### config.mk
export PLATFORM = sky130hd
export DESIGN_NAME = wake_status_ctrl
export DESIGN_NICKNAME = d
export VERILOG_FILES = /design/src/rtl/wake_pkg.sv /design/src/rtl/wake_edge_sync.sv /design/src/rtl/wake_sticky_bank.sv /design/src/rtl/wake_global_regs.sv /design/src/rtl/wake_read_port.sv /design/src/rtl/wake_status_ctrl.sv
export SDC_FILE = /design/constraint.sdc
export NUM_CORES = 1
export LEC_CHECK = 0
export BUFFER_PORTS_ARGS = -buffer_cell sky130_fd_sc_hd__buf_2
export CAP_MARGIN = 20
export CORE_ASPECT_RATIO = 1.25
export CORE_MARGIN = 10
export CORE_UTILIZATION = 45
export CTS_CLUSTER_SIZE = 20
export DETAILED_ROUTE_END_ITERATION = 8
export GPL_TIMING_DRIVEN = 1
export PLACE_DENSITY = 0.84
export SLEW_MARGIN = 20
export SYNTH_ARGS = -nofsm -noshare
export SYNTH_HDL_FRONTEND = slang
export SYNTH_SLANG_ARGS = --single-unit
### constraint.sdc
create_clock -name clk -period 1.1 [get_ports clk]
set_input_delay 0.11 -clock clk [delete_from_list [all_inputs] [get_ports clk]]
set_output_delay 0.11 -clock clk [all_outputs]
set_load 0.05 [all_outputs]
### src/rtl/wake_pkg.sv
package wake_pkg;
  localparam int ADDR_W = 4;
  localparam int BYTE_W = 8;

  typedef logic [BYTE_W-1:0] byte_t;
  typedef logic [ADDR_W-1:0] ofs_t;

  // Offsets decoded by software; positions are part of the behaviour.
  localparam ofs_t OFS_GSTS = 4'h0;
  localparam ofs_t OFS_GEN  = 4'h4;
  localparam ofs_t OFS_HI   = 4'h8;
  localparam ofs_t OFS_LO   = 4'h9;

  // Sticky write-one-to-clear update: a set wins over a clear.
  function automatic byte_t w1c_next(byte_t cur, byte_t set, byte_t clr);
    return (cur & ~clr) | set;
  endfunction

  // Single flag with the same set-wins rule.
  function automatic logic flag_next(logic cur, logic set, logic clr);
    return (cur & ~clr) | set;
  endfunction
endpackage

### src/rtl/wake_edge_sync.sv
module wake_edge_sync #(
  parameter int W      = 12,
  parameter int STAGES = 2
) (
  input  logic         clk,
  input  logic         rst_n,
  input  logic [W-1:0] raw_in,
  output logic [W-1:0] rise_evt
);
  logic [W-1:0] stage_q [STAGES];
  logic [W-1:0] prev_q;

  for (genvar s = 0; s < STAGES; s++) begin : g_stage
    if (s == 0) begin : g_first
      always_ff @(posedge clk or negedge rst_n) begin
        if (!rst_n) stage_q[0] <= '0;
        else        stage_q[0] <= raw_in;
      end
    end else begin : g_next
      always_ff @(posedge clk or negedge rst_n) begin
        if (!rst_n) stage_q[s] <= '0;
        else        stage_q[s] <= stage_q[s-1];
      end
    end
  end

  always_ff @(posedge clk or negedge rst_n) begin
    if (!rst_n) prev_q <= '0;
    else        prev_q <= stage_q[STAGES-1];
  end

  assign rise_evt = stage_q[STAGES-1] & ~prev_q;
endmodule

### src/rtl/wake_sticky_bank.sv
module wake_sticky_bank
  import wake_pkg::*;
#(
  parameter int W = 8
) (
  input  logic         clk,
  input  logic         rst_n,
  input  logic [W-1:0] evt,
  input  logic         clr_stb,
  input  byte_t        clr_data,
  output logic [W-1:0] sts
);
  byte_t cur_b, set_b, clr_b, nxt_b;

  always_comb begin
    cur_b = '0;
    set_b = '0;
    cur_b[W-1:0] = sts;
    set_b[W-1:0] = evt;
    clr_b = clr_stb ? clr_data : '0;
    nxt_b = w1c_next(cur_b, set_b, clr_b);
  end

  for (genvar i = 0; i < W; i++) begin : g_bit
    always_ff @(posedge clk or negedge rst_n) begin
      if (!rst_n) sts[i] <= 1'b0;
      else        sts[i] <= nxt_b[i];
    end
  end
endmodule

### src/rtl/wake_global_regs.sv
module wake_global_regs
  import wake_pkg::*;
(
  input  logic clk,
  input  logic rst_n,
  input  logic set_req,
  input  logic wr_sts,
  input  logic wr_en,
  input  logic wbit,
  output logic gsts_q,
  output logic gen_q
);
  always_ff @(posedge clk or negedge rst_n) begin
    if (!rst_n) begin
      gsts_q <= 1'b0;
      gen_q  <= 1'b0;
    end else begin
      gsts_q <= flag_next(gsts_q, set_req, wr_sts & wbit);
      if (wr_en) gen_q <= wbit;
    end
  end
endmodule

### src/rtl/wake_read_port.sv
module wake_read_port
  import wake_pkg::*;
#(
  parameter int NUM_HI = 4,
  parameter int NUM_LO = 8
) (
  input  logic              clk,
  input  logic              rst_n,
  input  logic              rd_stb,
  input  ofs_t              addr,
  input  logic              gsts,
  input  logic              gen,
  input  logic [NUM_HI-1:0] hi_sts,
  input  logic [NUM_LO-1:0] lo_sts,
  output byte_t             rdata
);
  byte_t sel;

  always_comb begin
    sel = '0;
    unique case (addr)
      OFS_GSTS: sel[0] = gsts;
      OFS_GEN:  sel[0] = gen;
      OFS_HI:   sel[NUM_HI-1:0] = hi_sts;
      OFS_LO:   sel[NUM_LO-1:0] = lo_sts;
      default:  sel = '0;
    endcase
  end

  always_ff @(posedge clk or negedge rst_n) begin
    if (!rst_n)      rdata <= '0;
    else if (rd_stb) rdata <= sel;
  end
endmodule

### src/rtl/wake_status_ctrl.sv
module wake_status_ctrl
  import wake_pkg::*;
#(
  parameter int NUM_LO      = 8,
  parameter int NUM_HI      = 4,
  parameter int SYNC_STAGES = 2
) (
  input  logic                     clk,
  input  logic                     stby_por_n,
  input  logic                     main_por_n,
  input  logic                     soft_rst,
  input  logic                     hard_rst,
  input  logic [NUM_LO+NUM_HI-1:0] src_in,
  input  logic [NUM_LO+NUM_HI-1:0] src_en,
  input  logic [3:0]               reg_addr,
  input  logic [7:0]               reg_wdata,
  input  logic                     reg_wr,
  input  logic                     reg_rd,
  output logic [7:0]               reg_rdata,
  output logic                     pme_n
);
  localparam int NUM_SRC = NUM_LO + NUM_HI;

  // Main-rail resets are accepted but deliberately have no path into state.
  logic unused_resets;
  assign unused_resets = main_por_n ^ soft_rst ^ hard_rst;

  logic [NUM_SRC-1:0] evt_all;
  logic [NUM_SRC-1:0] sticky_all;
  logic [NUM_LO-1:0]  sticky_lo;
  logic [NUM_HI-1:0]  sticky_hi;
  logic               wr_gsts, wr_gen, wr_hi, wr_lo;
  logic               gsts_set;
  logic               gsts_q, gen_q;

  assign wr_gsts = reg_wr && (reg_addr == OFS_GSTS);
  assign wr_gen  = reg_wr && (reg_addr == OFS_GEN);
  assign wr_hi   = reg_wr && (reg_addr == OFS_HI);
  assign wr_lo   = reg_wr && (reg_addr == OFS_LO);

  wake_edge_sync #(.W(NUM_SRC), .STAGES(SYNC_STAGES)) u_sync (
    .clk      (clk),
    .rst_n    (stby_por_n),
    .raw_in   (src_in),
    .rise_evt (evt_all)
  );

  wake_sticky_bank #(.W(NUM_LO)) u_lo (
    .clk      (clk),
    .rst_n    (stby_por_n),
    .evt      (evt_all[NUM_LO-1:0]),
    .clr_stb  (wr_lo),
    .clr_data (reg_wdata),
    .sts      (sticky_lo)
  );

  wake_sticky_bank #(.W(NUM_HI)) u_hi (
    .clk      (clk),
    .rst_n    (stby_por_n),
    .evt      (evt_all[NUM_SRC-1:NUM_LO]),
    .clr_stb  (wr_hi),
    .clr_data (reg_wdata),
    .sts      (sticky_hi)
  );

  assign sticky_all = {sticky_hi, sticky_lo};
  assign gsts_set   = |(sticky_all & src_en);

  wake_global_regs u_glob (
    .clk     (clk),
    .rst_n   (stby_por_n),
    .set_req (gsts_set),
    .wr_sts  (wr_gsts),
    .wr_en   (wr_gen),
    .wbit    (reg_wdata[0]),
    .gsts_q  (gsts_q),
    .gen_q   (gen_q)
  );

  wake_read_port #(.NUM_HI(NUM_HI), .NUM_LO(NUM_LO)) u_rd (
    .clk    (clk),
    .rst_n  (stby_por_n),
    .rd_stb (reg_rd),
    .addr   (reg_addr),
    .gsts   (gsts_q),
    .gen    (gen_q),
    .hi_sts (sticky_hi),
    .lo_sts (sticky_lo),
    .rdata  (reg_rdata)
  );

  assign pme_n = ~(gsts_q & gen_q);
endmodule

==> flow_results.org <==
** Route
- Detailed-route via count :: 1320
- Detailed Route Iter0 Violations :: 43
- Count of TritonRoute iterations in the first routing pass :: 4
- In the routed design, unresolved DRC markers number 0.
- Once detail routing completed, the nets flagged for antenna violations numbered 0.
- Dividing the detail-routed via count by the number of cells gives between 4 and 5.
- The routed design has between 3 and 4 mm of wire.
- Detailed-route wire length per cell :: 12.89 µm

** Clock network
- Counting along the longest clock path gives a buffer depth of 2.
- Total clock sinks :: 58
- Buffers inserted during clock tree synthesis total 9.
- CTS tree :: built
- For the worst-skew pair, the clock arrives at the later sink with an insertion delay of roughly 0.32 ns.
- Depth of the CTS H-tree :: 3
- The tree is rooted in a sky130_fd_sc_hd__clkbuf_8.
- Clock-pin slew on the worst setup and hold paths :: around 0.06 ns

** Layout
- Compared with the post-synthesis result, the final layout area differs by 37.04%.
- Number of nets at the end of the flow :: between 200 and 300
- Fraction of layout cells with a size suffix above 1 :: 0.3419
- Diode count :: 0

** Critical path
- The critical path is of the reg -> out type.
- Required time of the critical path :: 0.99 ns
- Arrival time at the worst endpoint :: between 0.9 and 1 ns
- Of all nets on the critical path, the largest fanout is 3.
- STA classifies the critical path startpoint as a flip-flop.
- Category of the worst setup path capture point :: output pin

** Power and ir drop
- Pwr dens :: between 1500 and 2000 mW/mm²
- The internal portion of the total power is roughly 0.0033 W.
- After layout, the design draws a total of ~0.0043 W.
- Part of the total power dissipated in combinational logic :: 0.100
- Of the total power, the share spent switching nets is 0.2236.
- The analysis attributes to net switching a power of between 0.0009 and 0.001 W.
- The share of total power dissipated in the clock network is 0.368.
- Worst IR Drop VDD :: 0.0008675 V
- Portion of total power attributed to sequential cells :: 0.532
- For this design the static power due to leakage is about 1.3 nW.

** Yosys
- After synthesis, the share of flip-flops with an asynchronous set or reset is 1.000.
- For this run, the leading register cell type out of synthesis is sky130_fd_sc_hd__dfrtp_1.
- Flops & latches, synth :: just under 60
- Most frequent cells after synthesis :: 58 x sky130_fd_sc_hd__dfrtp_1, 19 x sky130_fd_sc_hd__inv_1, 19 x sky130_fd_sc_hd__o21ai_0
- Each instance of the synthesized netlist takes up on average between 10 and 15 µm².
- Number of nets produced by synthesis :: about 190
- Top cell type by total area after synthesis :: sky130_fd_sc_hd__dfrtp_1
- Sequential-to-total area share from yosys stat :: 0.7422
- Number of warnings issued by yosys :: 0
- Of the post-synthesis cell area, the dominant cell type holds 0.7422.
- Counting flops with a built-in enable in the synthesized netlist gives 0.
- Summed instance area of the synthesized netlist :: between 0.0015 and 0.002 mm²
- Among all cell types in the netlist, the one instantiated most often is sky130_fd_sc_hd__dfrtp_1.
- By area the synthesized netlist is led by sky130_fd_sc_hd__dfrtp_1 74%, sky130_fd_sc_hd__o21ai_0 4.9%, sky130_fd_sc_hd__inv_1 3.6%.
- Counting distinct cell types in the post-synthesis netlist gives 22.
- Number of cells produced by synthesis :: 150

** Global routing
- Met3 track demand over resource in global routing :: 0.06513
- For this run, global-route usage on met2 was measured as 0.1649.
- Global-route usage over all layers :: 0.1079
- Global routing finished with a remaining overflow of 0.
- The first global-routing pass estimated roughly 6.1 mm of wire.
- The number of global-route vias before repair is between 1000 and 1500.
- Entering global routing, the biggest net connects around 60 pins.
- Number of antenna violations at the first check in global routing :: 0
- For this run, global-route usage on met1 was measured as 0.1151.
- After global routing, the most crowded layer is met2.

** Placement
- The count of buffers added on input and output ports is 48.
- At the end of routability-driven placement, the weighted congestion stood at ~0.85.
- Before CTS, the worst setup slack after placement is -0.1276 ns.
- The wire-length estimate of the detail-placed layout is roughly 2.7 mm.

** Run status
- The run finished with clean final reports.

** Worst hold path
- Worst hold path type :: in -> reg

** Timing
- At the pin with the least slew margin, the transition time is around 0.33 ns.
- On the final layout, the worst clock skew is around 0.0037 ns.
- Timing would allow up to 948.6 MHz.
- The worst pin sits at a relative slew slack of 0.7763.
- Count of final hold-check violations :: 0
- Post-route setup slack :: about 0.046 ns
- Clock period minus worst slack :: 1.054 ns
- Number of failing setup endpoints in the final timing report :: 0
- Final slew viol count :: 0
- Setup repair after global routing could not meet its margin everywhere.
- Summed over all failing endpoints, the final setup total negative slack is 0 ns.
- Final hold analysis gives a worst-case slack of 0.02660 ns.
- Of the available clock period, the critical path in the final layout requires 0.9583.

** Floorplanning
- The region available for standard cell placement spans 0.004131 mm².
- The die is 78.97 µm wide.
- The die is about 94 µm tall.
- In this run the core area contains 26 standard-cell rows.
- The die covers between 0.007 and 0.008 mm².
- For this configuration, the core starts out at a cell density of 0.4733.
- I/O Pins :: 52

** Run
- Max-cap violations :: 0
==> cell families (layout without fill, tap and decap cells) <==
logic type / after synthesis / in the layout / synth area share
AO/OA/AOI/OAI: 40 / 40 / 0.1196
buffers and inverters: 22 / 106 / 0.04287
multiplexers: 6 / 6 / 0.03391
AND/OR/NAND/NOR: 24 / 24 / 0.06142
flip-flops: 58 / 58 / 0.7422
==> state kept, by name, indices dropped and copies added, names as in the netlist <==
| register | count |
|---|---|
| u_glob.gen_q | 1 |
| u_hi.sts | 4 |
| u_rd.rdata | 8 |
| u_sync.stage_q | 24 |
| u_glob.gsts_q | 1 |
| u_sync.prev_q | 12 |
| u_lo.sts | 8 |
==> routing by layer <==
layer | routed length, µm | part of all wire
met5 | 0 | 0
met4 | 49 | 0.013
met3 | 336 | 0.090
met2 | 1803 | 0.48
met1 | 1549 | 0.41
==> per-stage QoR <==
step / area (µm²) / instances / utilization
after CTS: 2653 / 288 / 0.6420
after global routing: 2680 / 290 / 0.6487
after global placement: 2349 / 262 / 0.5684
final: 2680 / 290 / 0.6487
after detailed placement: 2349 / 262 / 0.5684
after floorplan: 1956 / 150 / -
==> path summary, 6_finish.rpt <==
path | from | endpoint | slack, ns | depth (start not counted)
worst max-delay path | u_glob.gen_q | pme_n | 0.05 | 2
worst min-delay path | src_en[3] | u_glob.gsts_q | 0.03 | 3
worst max register to register | u_hi.sts[2] | u_glob.gsts_q | 0.06 | 3
worst min register to register | u_sync.stage_q[15] | u_sync.stage_q[3] | 0.34 | 0
max in group asynchronous | stby_por_n | u_rd.rdata[1] | 0.53 | 3
min in group asynchronous | stby_por_n | u_lo.sts[2] | 0.31 | 3
==> cells in the final DEF (no fill, tap or decap), types with 2 or more instances in the layout <==
cell,synthesis,layout
sky130_fd_sc_hd__dfrtp_1,58,58
sky130_fd_sc_hd__buf_2,1,47
sky130_fd_sc_hd__inv_1,19,19
sky130_fd_sc_hd__o21ai_0,19,19
sky130_fd_sc_hd__nand2_1,14,14
sky130_fd_sc_hd__dlygate4sd3_1,0,14
sky130_fd_sc_hd__clkbuf_8,0,11
sky130_fd_sc_hd__buf_4,0,11
sky130_fd_sc_hd__o21ai_1,8,8
sky130_fd_sc_hd__mux2_2,5,5
sky130_fd_sc_hd__o22ai_1,4,4
sky130_fd_sc_hd__a22o_1,3,3
sky130_fd_sc_hd__a221oi_2,0,3
sky130_fd_sc_hd__nand3_1,3,3
sky130_fd_sc_hd__nor2_1,2,2
sky130_fd_sc_hd__clkbuf_1,2,2
==> area by class of cell <==
class                      count  area, µm²
fill                         344       1451
sequential                    58       1451
timing repair buffer          74      489.2
multi-input combinational     70      439.2
tap                           56      70.07
clock buffer                  13      158.9
inverter                      19      71.32
==> power by group through the flow <==
stage | combinational, W | clock, W | sequential [W]
final | 0.000432 | 0.00158 | 0.00229
after global routing | 0.000475 | 0.00175 | 0.00230
after CTS | 0.000428 | 0.00165 | 0.00229
after detailed placement | 0.000383 | 0 | 0.00232
after global placement | 0.000375 | 0 | 0.00232
after floorplan | 0.000133 | 0 | 0.00237
==> critical path, stage by stage, from the launching register on <==
cell	delay, ns
sky130_fd_sc_hd__dfrtp_1	0.39
sky130_fd_sc_hd__nand2_1	0.08
sky130_fd_sc_hd__buf_6	0.15
==> timing repair <==
item	CTS	global route
endpoints found under the setup margin	2	2
endpoints found under the hold margin	70	1
hold buffers	13	1
gates resized for setup	3	2
setup buffers	0	1
(Power assumes the default switching activity.)
